==> src/rtl/pkt_router_pkg.sv <==
package pkt_router_pkg;
  typedef enum logic [1:0] {
    KIND_SPIKE = 2'b00,
    KIND_RSVD  = 2'b01,
    KIND_READ  = 2'b10,
    KIND_WRITE = 2'b11
  } pkt_kind_e;
endpackage

==> src/rtl/pkt_decode.sv <==
module pkt_decode
  import pkt_router_pkg::*;
#(
  parameter int PKT_W  = 30,
  parameter int ADDR_W = 6,
  parameter int DATA_W = 22
) (
  input  logic [PKT_W-1:0]  pkt_i,
  output pkt_kind_e         kind_o,
  output logic [ADDR_W-1:0] addr_o,
  output logic [DATA_W-1:0] wdata_o
);
  always_comb begin
    kind_o  = pkt_kind_e'(pkt_i[PKT_W-1 -: 2]);
    addr_o  = pkt_i[ADDR_W-1:0];
    wdata_o = pkt_i[ADDR_W +: DATA_W];
  end
endmodule

==> src/rtl/cfg_regfile.sv <==
module cfg_regfile #(
  parameter int ADDR_W = 6,
  parameter int DATA_W = 22,
  localparam int NUM_REGS = 1 << ADDR_W
) (
  input  logic              clk_i,
  input  logic              rst_ni,
  input  logic              we_i,
  input  logic [ADDR_W-1:0] waddr_i,
  input  logic [DATA_W-1:0] wdata_i,
  input  logic [ADDR_W-1:0] raddr_i,
  output logic [DATA_W-1:0] rdata_o,
  output logic              spike_en_o
);
  logic [DATA_W-1:0] regs_q [NUM_REGS];

  for (genvar g = 0; g < NUM_REGS; g++) begin : g_reg
    localparam logic [DATA_W-1:0] RST_VAL = (g == 0) ? '1 : '0;
    always_ff @(posedge clk_i or negedge rst_ni) begin
      if (!rst_ni) regs_q[g] <= RST_VAL;
      else if (we_i && waddr_i == ADDR_W'(g)) regs_q[g] <= wdata_i;
    end
  end

  assign rdata_o    = regs_q[raddr_i];
  assign spike_en_o = regs_q[0][0];
endmodule

==> src/rtl/out_sequencer.sv <==
module out_sequencer #(
  parameter int PKT_W = 30
) (
  input  logic             clk_i,
  input  logic             rst_ni,
  input  logic             accept_i,
  input  logic             echo_load_i,
  input  logic [PKT_W-1:0] echo_data_i,
  input  logic             resp_load_i,
  input  logic [PKT_W-1:0] resp_data_i,
  input  logic             out_ready_i,
  output logic             busy_o,
  output logic             out_valid_o,
  output logic [PKT_W-1:0] out_data_o
);
  logic             echo_q, resp_q;
  logic [PKT_W-1:0] echo_d_q, resp_d_q;
  logic             take;

  assign take = out_valid_o && out_ready_i;

  // loads only happen while idle, so no load collides with a take
  always_ff @(posedge clk_i or negedge rst_ni) begin
    if (!rst_ni) begin
      echo_q   <= 1'b0;
      resp_q   <= 1'b0;
      echo_d_q <= '0;
      resp_d_q <= '0;
    end else begin
      if (accept_i) begin
        echo_q <= echo_load_i;
        resp_q <= resp_load_i;
        if (echo_load_i) echo_d_q <= echo_data_i;
        if (resp_load_i) resp_d_q <= resp_data_i;
      end else if (take) begin
        if (echo_q) echo_q <= 1'b0;
        else        resp_q <= 1'b0;
      end
    end
  end

  assign busy_o      = echo_q || resp_q;
  assign out_valid_o = busy_o;
  assign out_data_o  = echo_q ? echo_d_q : resp_d_q;
endmodule

==> src/rtl/pkt_router.sv <==
module pkt_router
  import pkt_router_pkg::*;
#(
  parameter int ADDR_W = 6,
  parameter int DATA_W = 22,
  localparam int PKT_W = DATA_W + ADDR_W + 2
) (
  input  logic             clk_i,
  input  logic             rst_ni,
  input  logic             loopback_en_i,
  input  logic             in_valid_i,
  output logic             in_ready_o,
  input  logic [PKT_W-1:0] in_data_i,
  output logic             out_valid_o,
  input  logic             out_ready_i,
  output logic [PKT_W-1:0] out_data_o
);
  pkt_kind_e         kind;
  logic [ADDR_W-1:0] addr;
  logic [DATA_W-1:0] wdata, rdata;
  logic              spike_en, accept, busy, resp_load;
  logic [PKT_W-1:0]  resp_data;

  pkt_decode #(.PKT_W(PKT_W), .ADDR_W(ADDR_W), .DATA_W(DATA_W)) u_dec (
    .pkt_i(in_data_i), .kind_o(kind), .addr_o(addr), .wdata_o(wdata)
  );

  assign in_ready_o = !busy;
  assign accept     = in_valid_i && in_ready_o;

  cfg_regfile #(.ADDR_W(ADDR_W), .DATA_W(DATA_W)) u_regs (
    .clk_i, .rst_ni,
    .we_i      (accept && kind == KIND_WRITE),
    .waddr_i   (addr),
    .wdata_i   (wdata),
    .raddr_i   (addr),
    .rdata_o   (rdata),
    .spike_en_o(spike_en)
  );

  always_comb begin
    resp_load = accept && (kind == KIND_READ || (kind == KIND_SPIKE && spike_en));
    resp_data = (kind == KIND_READ) ? {2'b00, rdata, addr} : in_data_i;
  end

  out_sequencer #(.PKT_W(PKT_W)) u_seq (
    .clk_i, .rst_ni,
    .accept_i   (accept),
    .echo_load_i(loopback_en_i),
    .echo_data_i(in_data_i),
    .resp_load_i(resp_load),
    .resp_data_i(resp_data),
    .out_ready_i,
    .busy_o     (busy),
    .out_valid_o,
    .out_data_o
  );
endmodule

==> config.mk <==
export PLATFORM = sky130hd
export DESIGN_NAME = pkt_router
export DESIGN_NICKNAME = d
export VERILOG_FILES = /design/src/rtl/pkt_router_pkg.sv /design/src/rtl/pkt_decode.sv /design/src/rtl/cfg_regfile.sv /design/src/rtl/out_sequencer.sv /design/src/rtl/pkt_router.sv
export SDC_FILE = /design/constraint.sdc
export NUM_CORES = 2
export LEC_CHECK = 0
export BUFFER_PORTS_ARGS = -buffer_cell sky130_fd_sc_hd__buf_2
export CORE_MARGIN = 4
export CORE_UTILIZATION = 45
export CTS_CLUSTER_SIZE = 20
export DETAILED_ROUTE_END_ITERATION = 12
export PLACE_DENSITY_LB_ADDON = 0.3
export SYNTH_ARGS = -nofsm -noshare
export SYNTH_HDL_FRONTEND = slang
export SYNTH_HIERARCHICAL = 1
export SYNTH_SLANG_ARGS = --single-unit
==> constraint.sdc <==
create_clock -name clk_i -period 3.43 [get_ports clk_i]
set_input_delay 0.1715 -clock clk_i [delete_from_list [all_inputs] [get_ports clk_i]]
set_output_delay 0.1715 -clock clk_i [all_outputs]
set_load 0.01 [all_outputs]
==> qor_table.md <==
| Metric | Reported |
|---|---|
| Critical Path RT | 4110 ps |
| Floorplan row count | 142 |
| Average via count per standard cell | 5.967 |
| Slowest cell on crit path | dlygate4sd3_1 |
| Arrival time of the worst setup path | 3770 ps |
| Effective utilization at floorplan | 0.4541 |
| Max-slew violation total from the final report | 0 |
| Setup repair after global routing missed its margin | no |
| Leading area contributor after synthesis | dfrtp_1 |
| Startpoint of the worst setup timing path | in_data_i[1] |
| Slew @ Worst Pin | 1204 ps |
| Synthesis-stage register bit count | 1470 |
| Post-synth EDFFs | 0 |
| Post-Syn Instances | 4509 |
| Wire length of the first global-routing pass | 281.3 mm |
| Critical setup path kind | in -> reg |
| Count of routing violations after the opening detailed-route iteration | 3185 |
| Number of search-and-repair iterations in the first detailed-routing pass | 5 |
| Core region area | 150100 um2 |
| Total half-perimeter wirelength after legalization and detailed placement | 117.0 mm |
| Endpoint kind of the worst setup timing path | flip-flop |
| Start of the worst register-to-register path | u_seq/echo_q |
| RR Endpoint | u_regs/regs_q[627] |
| Clock tree buffer depth | 3 |
| Library cell used as clock root buffer | clkbuf_16 |
| Number of routed nets with antenna violations | 0 |
| Worst rel slew slack | 0.1972 |
| Cell area after placement | 71070 um2 |
| PwrDens | 521.7 nW/um2 |
| X dimension of the die | 397.2 um |
| Dominant register cell in the synthesized netlist | dfrtp_1 |
| Detailed route wirelength on metal2 | 87.26 mm |
| IR drop worst, VDD | 0.4521 mV |
| Number of antenna violations at the first check in global routing | 10 |
| Number of ports placed on the die boundary | 67 |
| Post-synth ARST share | 1.000 |
| Final hold violations | 0 |
| Post-synthesis average cell area | 15.12 um2 |
| Detailed-route wire length on metal 1 | 83.33 mm |
| Class of the most critical hold timing path | in -> reg |
| Max incr delay on CP | 560 ps |
| Avg WL per Cell | 28.07 um |
| Input/output buffers | 66 |
| Ordered cell list for the critical path | dlygate4sd3_1 > buf_8 > buf_4 > mux4_2 > nand2_1 > nand2_1 > a21oi_1 > buf_4 > a211oi_2 > mux2_2 > mux2_4 |
| DR WL met3 | 10.69 mm |
| Number of warning messages in the yosys log | 6 |
| Routability-driven placement congestion ratio | 0.8220 |
| WP depth | 11 |
| Height of the die | 397.2 um |
| Total routing resource utilization after global routing | 0.2384 |
| Maximum number of pins on one net before global-route repair | 142 |
| Die Footprint | 157800 um2 |
| Overall power consumption | 39.88 mW |
| Highest routed layer | met5 |
| Fin nets | 4554 |
| Cell count of the worst reg-to-reg path | 9 |
| End point of the critical path | u_seq/resp_d_q[13] |
| Top-area cell type share of the netlist area | 0.5315 |
| Sequential element share of the synthesized area | 0.5400 |
| Result of the run | complete, no violations |
| Total CTS buffers | 155 |
| Drc violations | 0 |
| Aggregate global routing overflow | 0 |
| Critical Path Source Type | input pin |
| Share of cells above drive strength 1 | 0.5178 |
| Maximum fanout count along the critical path | 35 |
| Number of buffer and inverter stages on the critical path | 4 |
| Net Count, Synth | 4544 |
| Peak Freq | 323.3 MHz |
| # H-tree levels | 4 |
| Max-Cap Viols | 0 |
| Slack of the worst reg-to-reg path | 560 ps |
| Total routed wirelength | 186.9 mm |
| Crit share post-route | 0.9019 |
| Clock Sink Count | 1470 |
| Final Instance Area | 76450 um2 |
| Via count of the first global-routing pass | 41460 |
| Final setup fails | 0 |
| Total number of vias | 39730 |
| Syn-to-layout area delta | 12.14% |
| Clock-pin slew on the worst setup and hold paths | 60 ps |
| Cells taking the most area after synthesis | dfrtp_1 53%, mux2_2 24%, mux4_2 8.6%, mux2i_1 2.7%, mux2_4 1.3% |
| Clock Skews | 37.47 ps |
| Clock latency of the later-clocked register in the worst-skew pair | 800 ps |
| Post-Synthesis Cell Area | 68170 um2 |
| Cell variety after synth | 56 |
| Post-route minimum period | 3094 ps |
| Leak Pwr | 37.18 nW |
| Clock tree from TritonCTS | done |
| Total negative setup slack | 0 ps |
| CP top delay family | buffers and inverters |
## state kept, by name (all words and copies together), names as in the netlist
name               count
u_seq/echo_q           1
u_seq/resp_q           1
u_regs/regs_q       1407
u_seq/echo_d_q        30
u_seq/resp_d_q        30
u_regs/spike_en_o      1
## worst register-to-register path: cells and delay by family (launching register included)
kind | cells | cell delay (ps)
simple gates | 6 | 1520
buf+inv | 2 | 550
flops | 1 | 370
mux | 1 | 330
## worst min path at each step
stage,startpoint,to,slack (ps),depth (start not counted)
global route,in_data_i[0],u_seq/echo_d_q[0],30,2
finish,in_data_i[0],u_seq/echo_d_q[0],60,2
detailed placement,rst_ni,u_regs/regs_q[337],30,1
global placement,rst_ni,u_regs/regs_q[337],30,1
CTS,in_data_i[0],u_seq/echo_d_q[0],2,2
floorplan,rst_ni,u_regs/regs_q[0],-120,0
## placed cells by master, fill, tap and decap left out, types with 49 or more instances in the layout
cell type,n
dfrtp_1,1448
nand2_1,158
mux2_2,1461
buf_12,49
buf_4,202
mux2_4,60
buf_2,60
mux4_2,259
mux2i_1,187
clkbuf_16,159
## synth_stat cells, types with 33 or more instances
master and instances:
mux4_2 259, o21ai_0 46, buf_1 82, nand2_1 158, buf_2 114, nor2_1 43, a22oi_1 41, a221oi_1 40
mux2_4 60, buf_6 33, mux2_2 1461, clkbuf_1 177, dfrtp_1 1448, mux2_1 35, mux2i_1 187, buf_4 61
## cells by family (layout without fill, tap and decap cells)
| logic type | after synthesis | in the layout | synth area share |
|---|---|---|---|
| buffers and inverters | 479 | 609 | 0.03726 |
| other | 0 | 3 | 0 |
| AO/OA/AOI/OAI | 257 | 257 | 0.02788 |
| multiplexers | 2005 | 2005 | 0.3745 |
| flip-flops | 1470 | 1470 | 0.5400 |
| AND/OR/NAND/NOR | 298 | 298 | 0.02039 |
## layout make-up
class,count,area [um2]
clock inverters,45,599.3
diodes,3,7.507
inverters,2,7.507
clock buffers,232,4613
repair buffers,330,3003
flip-flops and latches,1470,36810
multi-input cells,2560,28880
well taps,2016,2522
fillers,12420,73680
## stage by stage
stage | util | setup slack [ps] | hold slack, ps | std cells
floorplan | - | 492.6 | -124.1 | 4509
global placement | 0.4734 | 138.4 | 29.66 | 6362
detailed placement | 0.4734 | 157.6 | 30.06 | 6362
CTS | 0.5092 | 398.3 | 2.136 | 6655
global route | 0.5092 | 299.3 | 25.33 | 6655
finish | 0.5092 | 336.5 | 56.29 | 6658
## layer usage
layer	global-route usage	vias up
li1	-	16620
met1	0.3406	21710
met2	0.3745	1126
met3	0.04245	272
met4	0.07172	2
met5	0	-
## report_power, final
group,total [mW],switching [mW],internal [mW],leakage [nW]
combinational,3.85,2.05,1.80,14.5
clock,17.1,7.06,10.1,2.57
sequential,18.9,0.641,18.3,20.2
## timing repair
| item | 4_1_cts | 5_1_grt |
|---|---|---|
| hold buffers | 16 | 0 |
| resized for setup | 0 | 0 |
| hold endpoints to repair | 1103 | 0 |
| buffers inserted | 0 | 0 |
No activity file was read; power rests on OpenSTA's default activity.
